[src/rtl/pmu_pkg.sv]
package pmu_pkg;
  localparam int unsigned ADDR_W = 12;
  localparam int unsigned DATA_W = 32;
  localparam int unsigned TYPE_W = 4;
  localparam int unsigned NODE_W = 9;
  localparam int unsigned CYC_BIT = 31;

  localparam logic [ADDR_W-1:0] OFF_EVT_BASE  = 12'h008;
  localparam logic [ADDR_W-1:0] OFF_CYC_LO    = 12'h0F8;
  localparam logic [ADDR_W-1:0] OFF_CYC_HI    = 12'h0FC;
  localparam logic [ADDR_W-1:0] OFF_TYPE_BASE = 12'h400;
  localparam logic [ADDR_W-1:0] OFF_EN_SET    = 12'hC00;
  localparam logic [ADDR_W-1:0] OFF_EN_CLR    = 12'hC20;
  localparam logic [ADDR_W-1:0] OFF_IE_SET    = 12'hC40;
  localparam logic [ADDR_W-1:0] OFF_IE_CLR    = 12'hC60;
  localparam logic [ADDR_W-1:0] OFF_OV_CLR    = 12'hC80;
  localparam logic [ADDR_W-1:0] OFF_OV_SET    = 12'hCC0;
  localparam logic [ADDR_W-1:0] OFF_CFG       = 12'hE00;
  localparam logic [ADDR_W-1:0] OFF_CTRL      = 12'hE04;

  typedef struct packed {
    logic [TYPE_W-1:0] ntype;
    logic [NODE_W-1:0] nid;
  } node_sel_t;

  function automatic logic [ADDR_W-1:0] evt_addr(input int n);
    return OFF_EVT_BASE + ADDR_W'(n * 8);
  endfunction

  function automatic logic [ADDR_W-1:0] sel_addr(input int n);
    return OFF_TYPE_BASE + ADDR_W'(n * 4);
  endfunction
endpackage

[src/rtl/pmu_bitmap.sv]
module pmu_bitmap #(
  parameter int unsigned W = 32,
  parameter logic [W-1:0] IMPL = '1
) (
  input  logic         clk,
  input  logic         rst_n,
  input  logic         set_stb,
  input  logic         clr_stb,
  input  logic [W-1:0] wmask,
  input  logic [W-1:0] hw_set,
  output logic [W-1:0] q
);
  logic [W-1:0] set_v, clr_v;

  always_comb begin
    set_v = set_stb ? wmask : '0;
    clr_v = clr_stb ? wmask : '0;
  end

  // hardware set wins over a software clear in the same cycle
  always_ff @(posedge clk or negedge rst_n) begin
    if (!rst_n) q <= '0;
    else        q <= ((q & ~clr_v) | set_v | hw_set) & IMPL;
  end

  a_r5_set_sticks: assert property (@(posedge clk) disable iff (!rst_n)
    set_stb |=> ((q & $past(wmask & IMPL)) == $past(wmask & IMPL)));
  a_r5_clear_drops: assert property (@(posedge clk) disable iff (!rst_n)
    (clr_stb && !set_stb) |=> ((q & $past(wmask & ~hw_set)) == '0));
  a_r7_hw_set_wins: assert property (@(posedge clk) disable iff (!rst_n)
    (|hw_set) |=> ((q & $past(hw_set & IMPL)) == $past(hw_set & IMPL)));
endmodule

[src/rtl/pmu_evt_ctr.sv]
module pmu_evt_ctr #(
  parameter int unsigned W = 32
) (
  input  logic         clk,
  input  logic         rst_n,
  input  logic         load,
  input  logic [W-1:0] load_val,
  input  logic         clr,
  input  logic         inc,
  output logic [W-1:0] count,
  output logic         wrap
);
  assign wrap = inc && !load && !clr && (count == '1);

  always_ff @(posedge clk or negedge rst_n) begin
    if (!rst_n)    count <= '0;
    else if (load) count <= load_val;
    else if (clr)  count <= '0;
    else if (inc)  count <= count + 1'b1;
  end

  a_r2_hold: assert property (@(posedge clk) disable iff (!rst_n)
    (!load && !clr && !inc) |=> $stable(count));
  a_r2_preload: assert property (@(posedge clk) disable iff (!rst_n)
    load |=> (count == $past(load_val)));
  a_r3_wrap_to_zero: assert property (@(posedge clk) disable iff (!rst_n)
    wrap |=> (count == '0));
endmodule

[src/rtl/pmu_cyc_ctr.sv]
module pmu_cyc_ctr #(
  parameter int unsigned W = 64
) (
  input  logic           clk,
  input  logic           rst_n,
  input  logic           ld_lo,
  input  logic           ld_hi,
  input  logic [W/2-1:0] wdata,
  input  logic           clr,
  input  logic           inc,
  output logic [W-1:0]   count,
  output logic           wrap
);
  localparam int unsigned HALF = W / 2;

  logic quiet;
  assign quiet = !ld_lo && !ld_hi && !clr;
  assign wrap  = inc && quiet && (count == '1);

  always_ff @(posedge clk or negedge rst_n) begin
    if (!rst_n)     count <= '0;
    else if (ld_lo) count[HALF-1:0] <= wdata;
    else if (ld_hi) count[W-1:HALF] <= wdata;
    else if (clr)   count <= '0;
    else if (inc)   count <= count + 1'b1;
  end

  a_r4_carry: assert property (@(posedge clk) disable iff (!rst_n)
    (inc && quiet && (count[HALF-1:0] == '1))
      |=> (count[W-1:HALF] == $past(count[W-1:HALF]) + 1'b1));
  a_r4_lo_only: assert property (@(posedge clk) disable iff (!rst_n)
    ld_lo |=> (count[W-1:HALF] == $past(count[W-1:HALF])));
endmodule

[src/rtl/perf_mon_unit.sv]
module perf_mon_unit
  import pmu_pkg::*;
#(
  parameter int unsigned NUM_EVT = 8,
  parameter int unsigned EVT_W   = 32,
  parameter int unsigned CYC_W   = 64
) (
  input  logic                       clk,
  input  logic                       rst_n,
  input  logic                       cmd_valid,
  output logic                       cmd_ready,
  input  logic                       cmd_write,
  input  logic [11:0]                cmd_addr,
  input  logic [31:0]                cmd_wdata,
  output logic                       rsp_valid,
  output logic [31:0]                rsp_rdata,
  input  logic [NUM_EVT-1:0]         evt_pulse,
  output logic [NUM_EVT*TYPE_W-1:0]  sel_type,
  output logic [NUM_EVT*NODE_W-1:0]  sel_id,
  output logic                       irq
);
  localparam logic [DATA_W-1:0] IMPL =
    (DATA_W'(1) << CYC_BIT) | ((DATA_W'(1) << NUM_EVT) - DATA_W'(1));
  localparam logic [DATA_W-1:0] CFG_WORD = {16'h0, 8'(CYC_W), 8'(NUM_EVT)};
  localparam int unsigned SEL_W = TYPE_W + NODE_W;

  logic wr, rd;
  assign cmd_ready = 1'b1;
  assign wr = cmd_valid && cmd_write;
  assign rd = cmd_valid && !cmd_write;

  function automatic logic hit(input logic [ADDR_W-1:0] a);
    return wr && (cmd_addr == a);
  endfunction

  // global control
  logic gen_en, clr_evt, clr_cyc;
  assign clr_evt = hit(OFF_CTRL) && cmd_wdata[1];
  assign clr_cyc = hit(OFF_CTRL) && cmd_wdata[2];

  always_ff @(posedge clk or negedge rst_n) begin
    if (!rst_n)              gen_en <= 1'b0;
    else if (hit(OFF_CTRL))  gen_en <= cmd_wdata[0];
  end

  // bitmaps
  logic [DATA_W-1:0] en_q, ie_q, ov_q, ov_hw;
  logic [NUM_EVT-1:0] evt_wrap;
  logic cyc_wrap;

  always_comb begin
    ov_hw = '0;
    ov_hw[NUM_EVT-1:0] = evt_wrap;
    ov_hw[CYC_BIT] = cyc_wrap;
  end

  pmu_bitmap #(.W(DATA_W), .IMPL(IMPL)) u_en (
    .clk(clk), .rst_n(rst_n), .set_stb(hit(OFF_EN_SET)), .clr_stb(hit(OFF_EN_CLR)),
    .wmask(cmd_wdata), .hw_set('0), .q(en_q));
  pmu_bitmap #(.W(DATA_W), .IMPL(IMPL)) u_ie (
    .clk(clk), .rst_n(rst_n), .set_stb(hit(OFF_IE_SET)), .clr_stb(hit(OFF_IE_CLR)),
    .wmask(cmd_wdata), .hw_set('0), .q(ie_q));
  pmu_bitmap #(.W(DATA_W), .IMPL(IMPL)) u_ov (
    .clk(clk), .rst_n(rst_n), .set_stb(hit(OFF_OV_SET)), .clr_stb(hit(OFF_OV_CLR)),
    .wmask(cmd_wdata), .hw_set(ov_hw), .q(ov_q));

  // event counters and their node selectors
  logic [EVT_W-1:0] evt_cnt [NUM_EVT];
  node_sel_t        sel_q   [NUM_EVT];

  for (genvar n = 0; n < NUM_EVT; n++) begin : g_evt
    pmu_evt_ctr #(.W(EVT_W)) u_ctr (
      .clk(clk), .rst_n(rst_n),
      .load(hit(evt_addr(n))), .load_val(EVT_W'(cmd_wdata)),
      .clr(clr_evt), .inc(gen_en && en_q[n] && evt_pulse[n]),
      .count(evt_cnt[n]), .wrap(evt_wrap[n]));

    always_ff @(posedge clk or negedge rst_n) begin
      if (!rst_n)                 sel_q[n] <= '0;
      else if (hit(sel_addr(n)))  sel_q[n] <= node_sel_t'(cmd_wdata[SEL_W-1:0]);
    end

    assign sel_type[n*TYPE_W +: TYPE_W] = sel_q[n].ntype;
    assign sel_id[n*NODE_W +: NODE_W]   = sel_q[n].nid;
  end

  // cycle counter
  logic [CYC_W-1:0] cyc_cnt;
  pmu_cyc_ctr #(.W(CYC_W)) u_cyc (
    .clk(clk), .rst_n(rst_n),
    .ld_lo(hit(OFF_CYC_LO)), .ld_hi(hit(OFF_CYC_HI)), .wdata(cmd_wdata),
    .clr(clr_cyc), .inc(gen_en && en_q[CYC_BIT]),
    .count(cyc_cnt), .wrap(cyc_wrap));

  // read path
  logic [DATA_W-1:0] rd_mux;
  always_comb begin
    rd_mux = '0;
    case (cmd_addr)
      OFF_CYC_LO:             rd_mux = cyc_cnt[DATA_W-1:0];
      OFF_CYC_HI:             rd_mux = cyc_cnt[CYC_W-1:DATA_W];
      OFF_EN_SET, OFF_EN_CLR: rd_mux = en_q;
      OFF_IE_SET, OFF_IE_CLR: rd_mux = ie_q;
      OFF_OV_CLR, OFF_OV_SET: rd_mux = ov_q;
      OFF_CFG:                rd_mux = CFG_WORD;
      OFF_CTRL:               rd_mux = {31'b0, gen_en};
      default:                rd_mux = '0;
    endcase
    for (int n = 0; n < NUM_EVT; n++) begin
      if (cmd_addr == evt_addr(n)) rd_mux = DATA_W'(evt_cnt[n]);
      if (cmd_addr == sel_addr(n)) rd_mux = DATA_W'(sel_q[n]);
    end
  end

  always_ff @(posedge clk or negedge rst_n) begin
    if (!rst_n) begin
      rsp_valid <= 1'b0;
      rsp_rdata <= '0;
    end else begin
      rsp_valid <= rd;
      if (rd) rsp_rdata <= rd_mux;
    end
  end

  assign irq = |(ov_q & ie_q);

  a_r12_rsp_follows_read: assert property (@(posedge clk) disable iff (!rst_n)
    rd |=> rsp_valid);
  a_r12_no_spurious_rsp: assert property (@(posedge clk) disable iff (!rst_n)
    !rd |=> !rsp_valid);
  a_r8_irq_needs_enable: assert property (@(posedge clk) disable iff (!rst_n)
    (ie_q == '0) |-> !irq);
  a_r9_evt_reset: assert property (@(posedge clk) disable iff (!rst_n)
    clr_evt |=> (evt_cnt[0] == '0));
endmodule

[config.mk]
export PLATFORM = sky130hd
export DESIGN_NAME = perf_mon_unit
export DESIGN_NICKNAME = d
export VERILOG_FILES = /design/src/rtl/pmu_pkg.sv /design/src/rtl/pmu_bitmap.sv /design/src/rtl/pmu_evt_ctr.sv /design/src/rtl/pmu_cyc_ctr.sv /design/src/rtl/perf_mon_unit.sv
export SDC_FILE = /design/constraint.sdc
export NUM_CORES = 2
export LEC_CHECK = 0
export BUFFER_PORTS_ARGS = -buffer_cell sky130_fd_sc_hd__clkbuf_2
export CORE_MARGIN = 1.5
export CORE_UTILIZATION = 55
export DETAILED_ROUTE_END_ITERATION = 8
export PLACE_DENSITY = 0.78
export SKIP_CTS_REPAIR_TIMING = 1
export SLEW_MARGIN = 10
export SYNTH_ARGS = -nofsm -noshare
export SYNTH_HDL_FRONTEND = slang
export SYNTH_HIERARCHICAL = 1
export SYNTH_SLANG_ARGS = --single-unit
[constraint.sdc]
create_clock -name clk -period 3.25 [get_ports clk]
set_input_delay 0.325 -clock clk [delete_from_list [all_inputs] [get_ports clk]]
set_output_delay 0.325 -clock clk [all_outputs]
set_load 0.01 [all_outputs]
======== Yosys cells after proc, flatten, opt, wreduce, memory -nomap -nowiden ========
Cells that the tools add are included.
word-level totals
  flip-flop bits (word level) ............. 485
  word-level logic and storage cells ...... 244
operators by class
  add/subtract/negate cells ............... 9
  bitwise logic cells ..................... 12
  reductions and logical operators ........ 103
  mux-type cells .......................... 52
  equality and inequality tests ........... 36
operators by type and width
  cell                                                                     number
  32-bit 2-to-1 mux                                                        49
  32-bit by 1-bit adder with 32-bit output, second input constant          8
  32-bit equality test, second input constant                              8
  32-bit case mux with 7 select lines                                      1
  32-bit AND                                                               4
  64-bit 2-to-1 mux                                                        2
  32-bit bitwise OR                                                        4
  12-bit by 11-bit equality test with 1-bit output, second input constant  8
  12-bit equality test, second input constant                              8
  32-bit NOT                                                               3
  1-bit logical AND                                                        74
  64-bit by 1-bit adder with 64-bit output, second input constant          1
  64-bit equality test, second input constant                              1
  12-bit by 6-bit equality test with 1-bit output, second input constant   4
  32-bit OR reduction                                                      1
  3-bit nonzero test                                                       10
  12-bit by 5-bit equality test with 1-bit output, second input constant   2
  12-bit by 8-bit equality test with 1-bit output, second input constant   2
  1-bit logical NOT                                                        13
  12-bit by 4-bit equality test with 1-bit output, second input constant   1
  12-bit by 7-bit equality test with 1-bit output, second input constant   1
  2-bit OR reduction                                                       3
  2-bit AND reduction                                                      2
  2-bit by 1-bit inequality test with 1-bit output, second input constant  1
  1-bit NOT                                                                1

======== Logic depth before layout (Yosys ltp) ========
  word-level depth ........................ 19
  gate-level depth with buffers ........... 14
  gate-level depth less buffers ........... 9

======== Modules after synthesis ========
The synthesis kept the hierarchy.
modules (own cells, without submodules)
  module                             area each (um^2)  times used  sequential area each (um^2)  cells each
  pmu_evt_ctr at g_evt[0].u_ctr ...  2188.3            6           800.8                        268
  perf_mon_unit                      9691.8            1           3453.3                       1010
  pmu_cyc_ctr                        4662.0            1           1601.5                       570
  pmu_evt_ctr at g_evt[6].u_ctr ...  2165.8            2           800.8                        262
  pmu_bitmap                         541.8             3           225.2                        53

======== Worst setup path before layout ========
OpenSTA, ideal clock, no wires.
  path type ............................... in2reg
  from .................................... input cmd_addr[4]
  to ...................................... register u_ov.q[6]
  setup slack ............................. -303 ps
  cell stages on the path ................. 11
  data arrival time ....................... 3427 ps
  cells stage by stage .................... or4_1 > buf_2 > or4b_2 > nor3_1 > and2_1 > clkbuf_1 > nor2_1 > clkbuf_1 > nand2_1 > nor3_1 > a221o_1
on the way
  longest elaborated chain between the ends .. 7
  elaborated cells between the ends (all ways) .. 20
RTL lines
  element                          line                 RTL
  from (decl)                      perf_mon_unit.sv:13  input logic [11:0] cmd_addr,
  12-bit equality test             perf_mon_unit.sv:33  return wr && (cmd_addr == a);
  1-bit logical AND                perf_mon_unit.sv:33
  1-bit logical AND                perf_mon_unit.sv:38  assign clr_evt = hit(OFF_CTRL) && cmd_wdata[1];
  net clr_evt                      perf_mon_unit.sv:37  logic gen_en, clr_evt, clr_cyc;
  1-bit logical NOT                pmu_evt_ctr.sv:13    assign wrap = inc && !load && !clr && (count == '1);
  1-bit logical AND (2 in series)  pmu_evt_ctr.sv:13
  net evt_wrap[6]                  perf_mon_unit.sv:48  logic [NUM_EVT-1:0] evt_wrap;
  32-bit bitwise OR                pmu_bitmap.sv:23     else q <= ((q & ~clr_v) | set_v | hw_set) & IMPL;
  to (signal assigned)             pmu_bitmap.sv:23
  to (decl)                        pmu_bitmap.sv:11     output logic [W-1:0] q
The timed path passes the listed nets, and every way through them passes these cells.
A chain may end at the register's enable or synchronous reset.

======== Final worst setup path ========
  from .................................... register u_ov.q[5]
  to ...................................... output irq
on the way
  longest elaborated chain between the ends .. 2
RTL lines
  element              line                  RTL
  32-bit AND           perf_mon_unit.sv:125  assign irq = |(ov_q & ie_q);
  32-bit OR reduction  perf_mon_unit.sv:125
  to (decl)            perf_mon_unit.sv:20   output logic irq
Every way passes these cells.

==> key figures <==
STA
  • Final Max Slew Viols: 0
  • Endpoints failing hold: 0
  • Setup Viol. Count Final: 0
  • Fin crit share: 0.902
  • WHS: 0.375 ns
  • Slew margin rel.: 0.111
  • Max frequency: 0.341 GHz
  • Setup TNS: 0 ns
  • Final min period: 2.93 ns
  • Final Skew: 0.0299 ns
  • RSZ-0062 raised after global routing: no
  • Slew @ Worst Pin: 1.33 ns

Route
  • Initial drt markers: 7169
  • Drt drc: 0
  • Final ANT Viol Nets: 0
  • Via count: 38112
  • Routed WL: 169000 um
  • Drt first pass iters: 8
  • Avg WL per Cell: 34.0 um
  • Vias per inst: 7.66

Synth
  • Cell count after synthesis: 3871
  • #FFs+latches synth: 485
  • Synth warn: 6
  • Post-synthesis cell area: 0.0334 mm^2
  • Synth area leaders: dfrtp_1 36%, nand2_1 5.3%, nand4_1 3.8%
  • Post-synth EDFFs: 0
  • Yosys cell types: 86
  • Avg Cell Area, Syn: 8.64 um^2
  • Asr flop ratio synth: 1.00
  • Main flop type after synthesis: dfrtp_1
  • Leading area contributor after synthesis: dfrtp_1
  • Seq/Total Area, Yosys: 0.363
  • Top-area cell type share of the netlist area: 0.363

Power and ir drop
  • Clk pwr share: 0.492
  • Register share of total power: 0.442
  • Internal power: 10.3 mW
  • Switching pwr: 3.65 mW
  • Sw Ratio: 0.261
  • Worst vdd ir: 429 uV
  • Combinational Power Share: 0.066
  • Pleak: 15.7 nW
  • Pwr/cell area: 365 mW/mm^2

Floorplanning
  • Rows: 90
  • Die Ht: 250 um
  • Die footprint: 0.0623 mm^2
  • Initial Utilization: 0.555
  • Core area: 0.0602 mm^2
  • DIE WIDTH: 250 um
  • I/O pins: 195

Run
  • Maximum Capacitance Violations: 0

Clocking
  • Clk_lat worst skew: 0.66 ns
  • CTS clock-pin slew for the worst setup and hold paths: 0.06 ns
  • CTS tree: built
  • H-tree Lvls: 2
  • CTS root buf: clkbuf_16
  • CTS buffer count: 57
  • Clk buf depth: 3
  • Clock sinks: 485

Global routing
  • Vias in the first global route: 34213
  • Largest net degree at the start of global routing: 98
  • Total gr overflow: 0
  • First-pass GRT wire length: 240000 um
  • Gr usage total: 0.526
  • Initial antenna violation count: 18

Worst setup path
  • Crit path DAT: 2.61 ns
  • Critical path class: flop to output pin
  • CP endpoint kind: output pin
  • Crit Path Max Fanout: 3
  • CP required: 2.92 ns
  • Crit path launch type: flop

Finish
  • Commonest non-fill, non-tap cells in the layout: 485 x dfrtp_1, 475 x nand2_1, 279 x buf_4, 207 x nand3_1, 205 x nor2_1
  • Fin area: 0.0384 mm^2
  • Commonest non-fill, non-tap cell in the layout: dfrtp_1
  • Fillers: 5164
  • Nets: 4195
  • Layout cells sized above 1: 0.199
  • Synthesis-to-layout area growth: 14.8%

Place
  • Placed cell area: 0.0364 mm^2
  • Final HPWL DP: 122000 um
  • Routability Congestion: 1.09
  • PortBufs: 193

Min path
  • Hold WC Path Type: primary input to async pin

Outcome
  • Status: complete, no violations
## metrics by stage
step	setup WS, ns	power, mW	std cells	util
finish	0.318	14.0	4975	0.637
global route	0.350	14.2	4962	0.636
CTS	0.385	13.9	4957	0.636
detailed placement	0.00913	7.15	4852	0.604
global placement	0.0835	7.15	4852	0.604
floorplan	0.117	6.55	3954	-
## cell families (layout without fill, tap and decap cells)
family	count (synthesis)	in the layout	share of synthesized area
AOI/OAI and AO/OA	1020	1020	0.222
and+or+nand+nor	1764	1764	0.295
DFF	485	485	0.363
muxes	126	126	0.0418
adders and majority gates	9	9	0.00337
xor gates and xnor gates	64	64	0.0168
buffers and inverters	398	620	0.0578
other	5	105	0.000561
## power by group through the flow
stage | clock [mW] | sequential, mW | combinational, mW
after floorplan | 0 | 6.27 | 0.275
after global placement | 0 | 6.29 | 0.859
after detailed placement | 0 | 6.29 | 0.862
after CTS | 6.85 | 6.18 | 0.863
after global routing | 7.08 | 6.18 | 0.939
final | 6.88 | 6.18 | 0.927
## Yosys cell counts, types with 42 or more instances
master    count
or4_1        42
buf_2        85
and3_1       66
dfrtp_1     485
o211ai_1     46
nand4_1     203
mux2_2      109
and4_1       46
o21ai_0     169
nand2_1     475
a22oi_1     132
and2_1       44
a21oi_1     175
nand3_1     207
buf_4        73
nor4_1      125
a221o_1      66
clkbuf_1    177
nor2_1      210
nor3_1      100
## worst paths after layout
kind / startpoint / to / slack [ns] / cells after the start
min reg2reg: sel_type[17]$_DFFE_PN0P_ / sel_type[17]$_DFFE_PN0P_ / 0.55 / 1
min: rst_n / g_evt[1].u_ctr/count[25]$_DFFE_PN0P_ / 0.38 / 2
max: u_ov/q[5]$_DFF_PN0_ / irq / 0.32 / 5
max in group asynchronous: rst_n / g_evt[2].u_ctr/count[18]$_DFFE_PN0P_ / 1.95 / 3
min in group clk: cmd_wdata[5] / g_evt[5].u_ctr/count[5]$_DFFE_PN0P_ / 0.38 / 3
max reg2reg: gen_en$_DFFE_PN0P_ / g_evt[3].u_ctr/count[13]$_DFFE_PN0P_ / 0.42 / 6
## worst max-delay path, stage by stage, from the launching register on
cell and delay, ns:
dfrtp_1 0.47, a22o_1 0.31, a221oi_1 0.29, nand3_1 0.10, or4_1 0.60, clkbuf_2 0.18
## sequential cells by signal, indices dropped and copies added, names as in the netlist
signal / cells
g_evt.u_ctr/count: 256
sel_id: 72
u_cyc/count: 64
rsp_rdata: 32
sel_type: 32
u_en/q: 9
u_ie/q: 9
u_ov/q: 9
gen_en: 1
rsp_valid: 1
## per-layer routing
layer / part of all wire / up-vias / GRT usage / wire (um)
li1: - / 15545 / - / -
met1: 0.36 / 18146 / 0.698 / 61500
met2: 0.39 / 3613 / 0.707 / 66300
met3: 0.15 / 804 / 0.170 / 26000
met4: 0.091 / 4 / 0.401 / 15300
met5: 0.00015 / - / 0.00386 / 26
## layout make-up
| class | instances | area, um^2 | share of cell area |
|---|---|---|---|
| diodes | 17 | 42.5 | 0.00111 |
| clock buffers | 82 | 1670 | 0.0436 |
| clock inverters | 23 | 277 | 0.00721 |
| inverters | 27 | 101 | 0.00264 |
| multi-input cells | 3071 | 19800 | 0.516 |
| flip-flops and latches | 485 | 12100 | 0.316 |
| well taps | 782 | 978 | 0.0255 |
| repair buffers | 488 | 3380 | 0.0881 |
No activity file was read; power rests on OpenSTA's default activity.
